===== config.mk =====
export PLATFORM = sky130hd
export DESIGN_NAME = pmp_guard
export DESIGN_NICKNAME = d
export VERILOG_FILES = /design/src/rtl/pmp_guard_pkg.sv /design/src/rtl/pmp_regs.sv /design/src/rtl/pmp_entry_match.sv /design/src/rtl/pmp_resolve.sv /design/src/rtl/pmp_guard.sv
export SDC_FILE = /design/constraint.sdc
export NUM_CORES = 2
export LEC_CHECK = 0
export BUFFER_PORTS_ARGS = -buffer_cell sky130_fd_sc_hd__buf_4
export CAP_MARGIN = 15
export CORE_AREA = 10 10 394 396
export CTS_BUF_LIST = sky130_fd_sc_hd__clkbuf_4
export CTS_CLUSTER_DIAMETER = 50
export DETAILED_ROUTE_END_ITERATION = 7
export DIE_AREA = 0 0 404 406
export GPL_ROUTABILITY_DRIVEN = 1
export HOLD_SLACK_MARGIN = 0.06
export MAX_ROUTING_LAYER = met4
export PLACE_DENSITY_LB_ADDON = 0.12
export SYNTH_ARGS = -nofsm -noshare
export SYNTH_HDL_FRONTEND = slang
export SYNTH_SLANG_ARGS = --single-unit

===== constraint.sdc =====
create_clock -name clk -period 6.59 [get_ports clk]
set_input_delay 0.9885 -clock clk [delete_from_list [all_inputs] [get_ports clk]]
set_output_delay 0.9885 -clock clk [all_outputs]
set_load 0.01 [all_outputs]

===== src/rtl/pmp_guard_pkg.sv =====
package pmp_guard_pkg;

  typedef enum logic [1:0] {
    AM_OFF   = 2'd0,
    AM_TOR   = 2'd1,
    AM_NA4   = 2'd2,
    AM_NAPOT = 2'd3
  } amode_e;

  // stored entry configuration (reserved bits dropped)
  typedef struct packed {
    logic   lock;
    amode_e mode;
    logic   x;
    logic   w;
    logic   r;
  } ecfg_t;

  typedef struct packed {
    logic rlb;
    logic mmwp;
    logic mml;
  } sec_t;

  localparam logic [1:0] PRIV_M = 2'd3;
  localparam logic [1:0] ACC_R  = 2'd0;
  localparam logic [1:0] ACC_W  = 2'd1;
  localparam logic [1:0] ACC_X  = 2'd2;

  localparam logic [1:0] K_CFG  = 2'd0;
  localparam logic [1:0] K_ADDR = 2'd1;
  localparam logic [1:0] K_SEC  = 2'd2;

  function automatic logic pick_right(input logic r, input logic w, input logic x,
                                      input logic [1:0] kind);
    case (kind)
      ACC_R:   return r;
      ACC_W:   return w;
      ACC_X:   return x;
      default: return 1'b0;
    endcase
  endfunction

  // lockdown-mode rights; lrwx = {L,R,W,X}
  function automatic logic lockdown_right(input logic [3:0] lrwx, input logic is_m,
                                          input logic [1:0] kind);
    logic mr, mw, mx, sr, sw, sx;
    {mr, mw, mx, sr, sw, sx} = 6'b0;
    case (lrwx)
      4'b0010: begin mr = 1'b1; mw = 1'b1; sr = 1'b1; end
      4'b0011: begin mr = 1'b1; mw = 1'b1; sr = 1'b1; sw = 1'b1; end
      4'b1010: begin mx = 1'b1; sx = 1'b1; end
      4'b1011: begin mr = 1'b1; mx = 1'b1; sx = 1'b1; end
      4'b1111: begin mr = 1'b1; sr = 1'b1; end
      default: begin
        if (lrwx[3]) {mr, mw, mx} = lrwx[2:0];
        else         {sr, sw, sx} = lrwx[2:0];
      end
    endcase
    return is_m ? pick_right(mr, mw, mx, kind) : pick_right(sr, sw, sx, kind);
  endfunction

endpackage


===== src/rtl/pmp_regs.sv =====
module pmp_regs import pmp_guard_pkg::*; #(
  parameter int N      = 16,
  parameter int WA     = 32,
  parameter int DATA_W = 32,
  localparam int IW    = $clog2(N)
) (
  input  logic                 clk,
  input  logic                 rst,
  input  logic                 csr_we,
  input  logic [1:0]           csr_kind,
  input  logic [IW-1:0]        csr_idx,
  input  logic [DATA_W-1:0]    csr_wdata,
  output ecfg_t [N-1:0]        cfg_o,
  output logic [N-1:0][WA-1:0] addr_o,
  output logic                 mml_o,
  output logic                 mmwp_o,
  output logic                 flush_o
);

  localparam int BPW = DATA_W / 8;   // entries per configuration word

  ecfg_t [N-1:0]        cfg_q;
  logic [N-1:0][WA-1:0] addr_q;
  sec_t                 sec_q;
  logic                 flush_q;
  logic [N-1:0]         cfg_locked;
  logic [N-1:0]         addr_locked;

  for (genvar g = 0; g < N; g++) begin : g_lock
    assign cfg_locked[g] = cfg_q[g].lock & ~sec_q.rlb;
    if (g < N - 1) begin : g_nb
      assign addr_locked[g] = cfg_locked[g] |
                              (cfg_locked[g+1] & (cfg_q[g+1].mode == AM_TOR));
    end else begin : g_last
      assign addr_locked[g] = cfg_locked[g];
    end
  end

  always_ff @(posedge clk) begin
    if (rst) begin
      cfg_q   <= '0;
      addr_q  <= '0;
      sec_q   <= 3'b100;
      flush_q <= 1'b0;
    end else begin
      flush_q <= csr_we && (csr_kind != 2'd3);
      if (csr_we) begin
        case (csr_kind)
          K_CFG: begin
            for (int i = 0; i < N; i++) begin
              if ((i / BPW) == int'(csr_idx) && !cfg_locked[i]) begin
                cfg_q[i] <= ecfg_t'({csr_wdata[8*(i%BPW)+7], csr_wdata[8*(i%BPW) +: 5]});
              end
            end
          end
          K_ADDR: begin
            for (int i = 0; i < N; i++) begin
              if (i == int'(csr_idx) && !addr_locked[i]) addr_q[i] <= csr_wdata[WA-1:0];
            end
          end
          K_SEC: begin
            sec_q.mml  <= sec_q.mml | csr_wdata[0];
            sec_q.mmwp <= csr_wdata[1];
            sec_q.rlb  <= sec_q.rlb & csr_wdata[2];
          end
          default: ;
        endcase
      end
    end
  end

  assign cfg_o   = cfg_q;
  assign addr_o  = addr_q;
  assign mml_o   = sec_q.mml;
  assign mmwp_o  = sec_q.mmwp;
  assign flush_o = flush_q;

  a_r8_lockdown_sticky: assert property (@(posedge clk) disable iff (rst)
    sec_q.mml |=> sec_q.mml);

  a_r9_bypass_oneway: assert property (@(posedge clk) disable iff (rst)
    !sec_q.rlb |=> !sec_q.rlb);

  a_r12_flush_follows_write: assert property (@(posedge clk) disable iff (rst)
    (csr_we && csr_kind != 2'd3) |=> flush_o);

  a_r12_flush_one_cycle: assert property (@(posedge clk) disable iff (rst)
    !(csr_we && csr_kind != 2'd3) |=> !flush_o);

  for (genvar g = 0; g < N; g++) begin : g_chk
    a_r10_locked_cfg_frozen: assert property (@(posedge clk) disable iff (rst)
      cfg_locked[g] |=> $stable(cfg_q[g]));
  end

endmodule


===== src/rtl/pmp_entry_match.sv =====
module pmp_entry_match import pmp_guard_pkg::*; #(
  parameter int WA = 32
) (
  input  amode_e          mode,
  input  logic [WA-1:0]   lo_a,
  input  logic [WA-1:0]   hi_a,
  input  logic [WA-1:0]   acc_a,
  output logic            hit
);

  localparam logic [WA-1:0] ONE = WA'(1);

  logic [WA-1:0] keep_mask;

  always_comb begin
    keep_mask = ~(hi_a ^ (hi_a + ONE));
    case (mode)
      AM_TOR:   hit = (acc_a >= lo_a) && (acc_a < hi_a);
      AM_NA4:   hit = (acc_a == hi_a);
      AM_NAPOT: hit = ((acc_a & keep_mask) == (hi_a & keep_mask));
      default:  hit = 1'b0;
    endcase
  end

endmodule


===== src/rtl/pmp_resolve.sv =====
module pmp_resolve import pmp_guard_pkg::*; #(
  parameter int N = 16
) (
  input  logic [N-1:0]      hit,
  input  logic [N-1:0][3:0] lrwx,
  input  logic              mml,
  input  logic              mmwp,
  input  logic [1:0]        acc_type,
  input  logic [1:0]        acc_priv,
  output logic              allow,
  output logic              any_hit
);

  logic [3:0] sel;
  logic       is_m;

  always_comb begin
    sel     = 4'b0;
    any_hit = 1'b0;
    for (int i = N - 1; i >= 0; i--) begin
      if (hit[i]) begin
        sel     = lrwx[i];
        any_hit = 1'b1;
      end
    end
    is_m = (acc_priv == PRIV_M);
    if (acc_type == 2'd3) begin
      allow = 1'b0;
    end else if (!any_hit) begin
      allow = is_m && !mmwp && !(mml && acc_type == ACC_X);
    end else if (mml) begin
      allow = lockdown_right(sel, is_m, acc_type);
    end else if (is_m && !sel[3]) begin
      allow = 1'b1;
    end else begin
      allow = pick_right(sel[2], sel[1], sel[0], acc_type);
    end
  end

endmodule


===== src/rtl/pmp_guard.sv =====
module pmp_guard import pmp_guard_pkg::*; #(
  parameter int NUM_ENTRIES = 16,
  parameter int ADDR_W      = 34,
  parameter int DATA_W      = 32
) (
  input  logic                           clk,
  input  logic                           rst,
  input  logic                           csr_we,
  input  logic [1:0]                     csr_kind,
  input  logic [$clog2(NUM_ENTRIES)-1:0] csr_idx,
  input  logic [DATA_W-1:0]              csr_wdata,
  input  logic                           acc_valid,
  input  logic [ADDR_W-1:0]              acc_addr,
  input  logic [1:0]                     acc_type,
  input  logic [1:0]                     acc_priv,
  output logic                           res_valid,
  output logic                           res_allow,
  output logic                           res_fault,
  output logic                           flush_o
);

  localparam int WA = ADDR_W - 2;

  ecfg_t [NUM_ENTRIES-1:0]        cfg_w;
  logic [NUM_ENTRIES-1:0][WA-1:0] addr_w;
  logic [NUM_ENTRIES-1:0][3:0]    perm_w;
  logic [NUM_ENTRIES-1:0]         hit_w;
  logic                           mml_w, mmwp_w;
  logic                           allow_w, any_hit_w;
  logic [WA-1:0]                  acc_word;
  logic                           unused_lo;

  assign acc_word  = acc_addr[ADDR_W-1:2];
  assign unused_lo = ^acc_addr[1:0];

  pmp_regs #(.N(NUM_ENTRIES), .WA(WA), .DATA_W(DATA_W)) u_regs (
    .clk      (clk),
    .rst      (rst),
    .csr_we   (csr_we),
    .csr_kind (csr_kind),
    .csr_idx  (csr_idx),
    .csr_wdata(csr_wdata),
    .cfg_o    (cfg_w),
    .addr_o   (addr_w),
    .mml_o    (mml_w),
    .mmwp_o   (mmwp_w),
    .flush_o  (flush_o)
  );

  for (genvar g = 0; g < NUM_ENTRIES; g++) begin : g_ent
    logic [WA-1:0] lo;
    if (g == 0) begin : g_first
      assign lo = '0;
    end else begin : g_rest
      assign lo = addr_w[g-1];
    end
    pmp_entry_match #(.WA(WA)) u_match (
      .mode (cfg_w[g].mode),
      .lo_a (lo),
      .hi_a (addr_w[g]),
      .acc_a(acc_word),
      .hit  (hit_w[g])
    );
    assign perm_w[g] = {cfg_w[g].lock, cfg_w[g].r, cfg_w[g].w, cfg_w[g].x};
  end

  pmp_resolve #(.N(NUM_ENTRIES)) u_resolve (
    .hit     (hit_w),
    .lrwx    (perm_w),
    .mml     (mml_w),
    .mmwp    (mmwp_w),
    .acc_type(acc_type),
    .acc_priv(acc_priv),
    .allow   (allow_w),
    .any_hit (any_hit_w)
  );

  always_ff @(posedge clk) begin
    if (rst) begin
      res_valid <= 1'b0;
      res_allow <= 1'b0;
      res_fault <= 1'b0;
    end else begin
      res_valid <= acc_valid;
      res_allow <= acc_valid & allow_w;
      res_fault <= acc_valid & ~allow_w;
    end
  end

  a_r13_result_next_cycle: assert property (@(posedge clk) disable iff (rst)
    acc_valid |=> res_valid);

  a_r5_lower_priv_unmatched: assert property (@(posedge clk) disable iff (rst)
    (acc_valid && acc_priv != PRIV_M && !any_hit_w) |=> res_fault);

  a_r5_whitelist_unmatched: assert property (@(posedge clk) disable iff (rst)
    (acc_valid && acc_priv == PRIV_M && !any_hit_w && mmwp_w) |=> res_fault);

  a_r7_lockdown_no_fetch: assert property (@(posedge clk) disable iff (rst)
    (acc_valid && acc_priv == PRIV_M && !any_hit_w && mml_w && acc_type == ACC_X)
      |=> res_fault);

endmodule


## After elaboration in Yosys (flattened, before gate mapping)

Cells that the tools add are included.

- Register bits: 615

- Add/subtract/negate cells: 16
- Equality and inequality tests: 107
- Bitwise logic cells: 116
- $lt $le $gt $ge: 32
- Multiplexer cells: 68
- Reductions and logical operators: 129

Operators with widths:

| operator | number |
|---|---|
| $and 32x32->32 | 32 |
| $eq 32x32->1 | 32 |
| $add 32x1->32 const B | 16 |
| $lt 32x32->1 | 16 |
| $not 32->32 | 16 |
| $xor 32x32->32 | 16 |
| $ge 32x32->1 | 15 |
| $reduce_and 3->1 | 32 |
| $eq 2x2->1 const B | 36 |
| $mux 4 | 16 |
| $pmux 1 s3 | 19 |
| $logic_and 1x1->1 | 53 |
| $eq 2x1->1 const B | 18 |
| $and 1x1->1 | 34 |
| $logic_not 1->1 | 34 |
| $eq 4x4->1 const A | 8 |
| $ge 32x1->1 const B | 1 |
| $mux 1 | 27 |
| $eq 3x4->1 const A | 4 |
| $or 1x1->1 | 16 |
| $eq 4x4->1 const B | 3 |
| $pmux 1 s2 | 6 |
| $eq 2x4->1 const A | 2 |
| $eq 4x2->1 const B | 2 |
| other kinds (9) | 14 |

## Logic depth before layout (Yosys ltp)

- Depth in word-level cells: 32
- Gate-level depth with buffers: 33

## Modules after synthesis

From an unflattened synthesis, not the netlist that was laid out.

- Cells, all modules: 8933
- Area, all modules: 72913.7 µm²

By module, submodules not included:

| module | area each (µm²) | cells an instance | times used |
|---|---|---|---|
| pmp_entry_match (g_ent[0].u_match ...) | 3005.4 | 410 | 14 |
| pmp_regs | 23445.0 | 2194 | 1 |
| pmp_entry_match (g_ent[9].u_match) | 3153.0 | 415 | 1 |
| pmp_entry_match (g_ent[3].u_match) | 3009.1 | 410 | 1 |
| pmp_resolve | 1144.8 | 167 | 1 |
| pmp_guard | 86.3 | 7 | 1 |

## Least setup slack after synthesis

No wires, ideal clock.

- Path kind: reg2reg
- From: reg u_regs.addr_q (netlist bit u_regs.addr_o[322])
- To: reg res_fault
- Data arrival time: 6439 ps
- Library setup time: 115 ps
- Buffers on the path: 0
- Cell stages (with the launch flop): 32
- Path slack: 36 ps
- Path through: dfxtp_1 nand4_1 nor2_1 nand3_1 nor2_1 and4_1 and4_1 nand3_1 nor2_1 nand3_1 nor2_1 and4_1 nand3_1 nor2_1 and4_1 nand3_1 ha_1 xor2_1 nor3b_1 nor4b_1 nand4_1 nor4_1 nor2_1 and4_4 a311o_1 a2111oi_2 o22ai_1 or2_1 or4_1 o311a_1 o211a_1 o21a_1

- Longest elaborated chain between the ends: 27
- Elaborated cells on any way between the ends: 72

Ends and longest elaborated chain:

| what | RTL line | text |
|---|---|---|
| start, declared | pmp_regs.sv:23 | `logic [N-1:0][WA-1:0] addr_q;` |
| $add 32x1->32 | pmp_entry_match.sv:16 | `keep_mask = ~(hi_a ^ (hi_a + ONE));` |
| $xor 32x32->32 | pmp_entry_match.sv:16 |  |
| $not 32->32 | pmp_entry_match.sv:16 |  |
| $and 32x32->32 | pmp_entry_match.sv:20 | `AM_NAPOT: hit = ((acc_a & keep_mask) == (hi_a & keep_mask));` |
| $eq 32x32->1 | pmp_entry_match.sv:20 |  |
| $pmux 1 s3 | pmp_entry_match.sv:17 | `case (mode)` |
| $mux 4 (11 in series) | pmp_resolve.sv:21 | `if (hit[i]) begin` |
| $eq 4x2->1 / $eq 4x4->1 (equally long branches) | pmp_guard_pkg.sv:49 | `case (lrwx)` |
| $reduce_or 4->1 (no line) (tied with other cells) | -- |  |
| $pmux 1 s2 | pmp_guard_pkg.sv:49 |  |
| $pmux 1 s3 | pmp_guard_pkg.sv:36 | `case (kind)` |
| $mux 1 | pmp_guard_pkg.sv:60 | `return is_m ? pick_right(mr, mw, mx, kind) : pick_right(sr, sw, sx, kind);` |
| $mux 1 | pmp_resolve.sv:31 | `end else if (mml) begin` |
| $mux 1 * | pmp_resolve.sv:29 | `end else if (!any_hit) begin` |
| $mux 1 * | pmp_resolve.sv:27 | `if (acc_type == 2'd3) begin` |
| $not 1->1 * | pmp_guard.sv:86 | `res_fault <= acc_valid & ~allow_w;` |
| $and 1x1->1 * | pmp_guard.sv:86 |  |
| end signal, assigned | pmp_guard.sv:86 |  |
| end, declared | pmp_guard.sv:18 | `output logic res_fault,` |

Every way passes the cells marked *; elsewhere a longest branch is shown, timed or not.
A chain may end at the register's enable or synchronous reset.

## Final worst setup path

- From: reg u_regs.addr_q (netlist bit u_regs.addr_o[320])
- To: reg res_fault

The elaborated chain is that of the path after synthesis.

==> impl_metrics.toml <==
[synth]
async_set_or_reset_register_ratio_after_synthesis = 0
yosys-top-cells-area = "sky130_fd_sc_hd__ha_1 (22%), sky130_fd_sc_hd__dfxtp_1 (21%), sky130_fd_sc_hd__nand2_1 (8.6%)"
synth.largest_area_cell = "sky130_fd_sc_hd__ha_1"
ys.flop_type = "sky130_fd_sc_hd__dfxtp_1"
syn_inst_count = 7720
ys_warn_count = 0
mappedNetlistNets = 8813
synth-seq-cells = 615
synth_edf_count = 0
synth.top_cell.area_share = 0.2165
ys_types = 84
syn_area_per_cell_um2 = 7.584
synth.cell_area_mm2 = 0.05855
synth.yosys.seq_area_share = 0.2103

[timing]
minimum_setup_slack_in_the_final_design_ns = -0.003652
worstMarginPinSlew_ns = 1.072
hold_viol_final = 0
final.min_clock_period_ns = 6.594
max_slew_margin = 0.2799
finalClockSkew_ns = 0.07825
timing_max_transition_violations_final = 0
fin_tns_setup_ns = -0.003652
fmax_mhz = 151.7
final.period_utilization = 1.001
rsz_0062_raised_after_global_routing = "true"
final_setup_violation_count = 1

[routing]
detail_route.drc_violations = 1
post_drt_via_cell_ratio = 5.670
wl_per_cell_um = 24.82
detail_route.first_pass.iterations = 8
ant_nets = 0
routed_wirelength_mm = 255.2
dr_total_vias = 58289
drt_first_iter_violations = 5051

[clock_network]
worst_case_clock_buffer_depth = 3
cts_root_buffer = "sky130_fd_sc_hd__clkbuf_4"
tritoncts_num_sinks = 615
clk_pin_slew_worst_paths_ns = 0.06
insertion_delay_ns = 1.27
cts-buffers-inserted = 192
cts-htree-levels = 4
tritoncts = "built"

[worst_setup_path]
critPathRequiredTime_ns = 7.80
endpoint_kind = "flop"
cp.arrival_ns = 7.80
worst_path_most_repeated_cell = "sky130_fd_sc_hd__buf_4"
slowest_delay_ns = 0.36
cpMaxStageDelayCell = "sky130_fd_sc_hd__a311o_1"
cp-start-kind = "flop"
setup.worst_path.class = "flop to flop"
maximum_fanout_along_the_worst_path = 3

[placement]
detailed_place_hpwl_mm = 180.3
io_buffers = 81
weighted_congestion_reported_at_the_end_of_routability_driven_placement = 0.9610
dpl.cell_count = 9903
postPlaceCellArea_mm2 = 0.06433

[grt]
grt_antenna_before_repair = 23
grt_first_pass_wirelength_mm = 366.9
global_route.usage.total = 0.3108
number_of_global_route_vias_before_repair = 53894
grt_max_degree = 185
grt_overflow_total = 0

[floorplan]
initial_core_util = 0.3979
boundaryPins = 84
die_area_mm2 = 0.1640
rows = 141
fp.dieW_um = 404
dieHeight_um = 406
placeableCoreArea_mm2 = 0.1471

[power]
worst_ir_drop_vdd_v = 0.0001445
leakage_uw = 0.02557
powerDensity_mw_per_mm2 = 138.2

[layout]
fin_area_mm2 = 0.06775
finish.cell_count_without_fillers = 10281
nets = 9289
final_common_cell = "sky130_fd_sc_hd__nand2_1"
area_growth_synth_to_finish_pct = 15.72
layout.core_utilization = 0.4605
mostFrequentLayoutCells = "sky130_fd_sc_hd__nand2_1 (1340), sky130_fd_sc_hd__ha_1 (1009), sky130_fd_sc_hd__inv_1 (666)"
layout-drive-gt1-share = 0.1250

[run]
timing.max_cap.violations = 0

[min_path]
hold_path_class = "input port to flop"

[status]
violations = "design-rule violations, negative setup slack"
run_status = "finished, violations left"
==> Yosys cell counts, types with 18 or more instances <==
library cell / n
sky130_fd_sc_hd__mux2i_1: 170
sky130_fd_sc_hd__ha_1: 1013
sky130_fd_sc_hd__inv_1: 669
sky130_fd_sc_hd__xor2_1: 353
sky130_fd_sc_hd__clkbuf_1: 263
sky130_fd_sc_hd__xnor2_1: 425
sky130_fd_sc_hd__nand3_1: 232
sky130_fd_sc_hd__nand2_1: 1346
sky130_fd_sc_hd__o21ai_0: 209
sky130_fd_sc_hd__nor2_1: 409
sky130_fd_sc_hd__nor4_1: 80
sky130_fd_sc_hd__nor4b_1: 82
sky130_fd_sc_hd__o21ai_1: 18
sky130_fd_sc_hd__nand4_1: 236
sky130_fd_sc_hd__nor2b_1: 28
sky130_fd_sc_hd__nor3b_1: 63
sky130_fd_sc_hd__or3_1: 84
sky130_fd_sc_hd__a21o_1: 40
sky130_fd_sc_hd__and4_1: 39
sky130_fd_sc_hd__a211oi_1: 31
sky130_fd_sc_hd__dfxtp_1: 615
sky130_fd_sc_hd__and3_1: 35
sky130_fd_sc_hd__buf_1: 20
sky130_fd_sc_hd__a21oi_1: 603
sky130_fd_sc_hd__and4b_1: 25
sky130_fd_sc_hd__nor3_1: 204
sky130_fd_sc_hd__a21boi_0: 83
sky130_fd_sc_hd__o211ai_1: 19
sky130_fd_sc_hd__nand3b_1: 33
sky130_fd_sc_hd__o21a_1: 45
==> cells by family (layout without fill, tap and decap cells) <==
| family | count (synthesis) | count (layout) | share of synthesized area |
|---|---|---|---|
| flops | 615 | 615 | 0.2103 |
| other cells | 0 | 15 | 0 |
| xor+xnor | 778 | 778 | 0.1164 |
| buf+inv | 972 | 1588 | 0.06259 |
| simple gates | 2961 | 2961 | 0.2423 |
| mux | 170 | 170 | 0.02906 |
| fa+ha+maj | 1013 | 1013 | 0.2165 |
| compound gates | 1211 | 1211 | 0.1229 |
==> per-layer routing <==
| layer | GRT usage | share of wire | up-vias |
|---|---|---|---|
| met4 | 0.1283 | 0.048 | 0 |
| li1 | - | - | 27840 |
| met5 | - | 0 | - |
| met3 | 0.04296 | 0.071 | 501 |
| met1 | 0.4067 | 0.44 | 27896 |
| met2 | 0.4796 | 0.44 | 2052 |
==> registers in the layout (all words and copies together), names as in the netlist <==
| name | count |
|---|---|
| u_regs.sec_q | 1 |
| u_regs.cfg_o | 96 |
| res_allow | 1 |
| res_valid | 1 |
| u_regs.flush_o | 1 |
| u_regs.mml_o | 1 |
| u_regs.mmwp_o | 1 |
| res_fault | 1 |
| u_regs.addr_o | 512 |
==> final timing paths <==
path / cells after the start / from / slack [ns] / endpoint
worst max-delay path: 38 / u_regs.addr_o[320]$_SDFFE_PP0P_ / -0.004 / res_fault$_SDFF_PP0_
worst min-delay path: 3 / csr_we / 0.20 / u_regs.mml_o$_SDFFE_PP0P_
worst max register to register: 38 / u_regs.addr_o[320]$_SDFFE_PP0P_ / -0.004 / res_fault$_SDFF_PP0_
worst min register to register: 2 / u_regs.cfg_o[91]$_SDFFE_PP0P_ / 0.46 / u_regs.cfg_o[91]$_SDFFE_PP0P_
==> stage by stage <==
step | worst slack, ns | hold slack [ns] | power (µW)
after global routing | -0.2850 | 0.1605 | 9726
after floorplan | 0.03597 | 0.4312 | 4585
after global placement | -0.4742 | 0.4414 | 5366
final | -0.003652 | 0.2043 | 9366
after CTS | 0.001105 | 0.08435 | 9418
after detailed placement | -0.5450 | 0.4488 | 5386
==> critical path, delay by kind of cell, from the launching register on <==
| kind | cells | cell delay (ns) |
|---|---|---|
| buffers and inverters | 13 | 1.50 |
| xor gates and xnor gates | 1 | 0.16 |
| AOI/OAI and AO/OA | 10 | 1.88 |
| adders and majority gates | 1 | 0.30 |
| and+or+nand+nor | 13 | 2.33 |
| DFF | 1 | 0.33 |
==> where the power goes <==
part | total, µW | switching (µW) | internal, µW
logic | 1590 | 1100 | 491
clock network | 4020 | 2020 | 2000
registers | 3760 | 25.2 | 3730
total | 9370 | 3140 | 6220
==> area by class of cell <==
cell class | instances | area, µm²
Fill cell | 14944 | 79380
Clock buffer | 264 | 1982
Multi-Input combinational cell | 6133 | 43410
Timing Repair Buffer | 578 | 4637
Inverter | 676 | 2537
Antenna cell | 15 | 37.54
Clock inverter | 70 | 411.6
Sequential cell | 615 | 12320
Tap cell | 1930 | 2415
==> what timing repair did <==
action	in CTS	in global routing
pin swaps	28	71
setup endpoints to repair	2	2
hold endpoints to repair	2	0
setup buffers	20	8
hold buffers	3	0
gates resized for setup	49	119
Power figures use the tool's default switching activity.
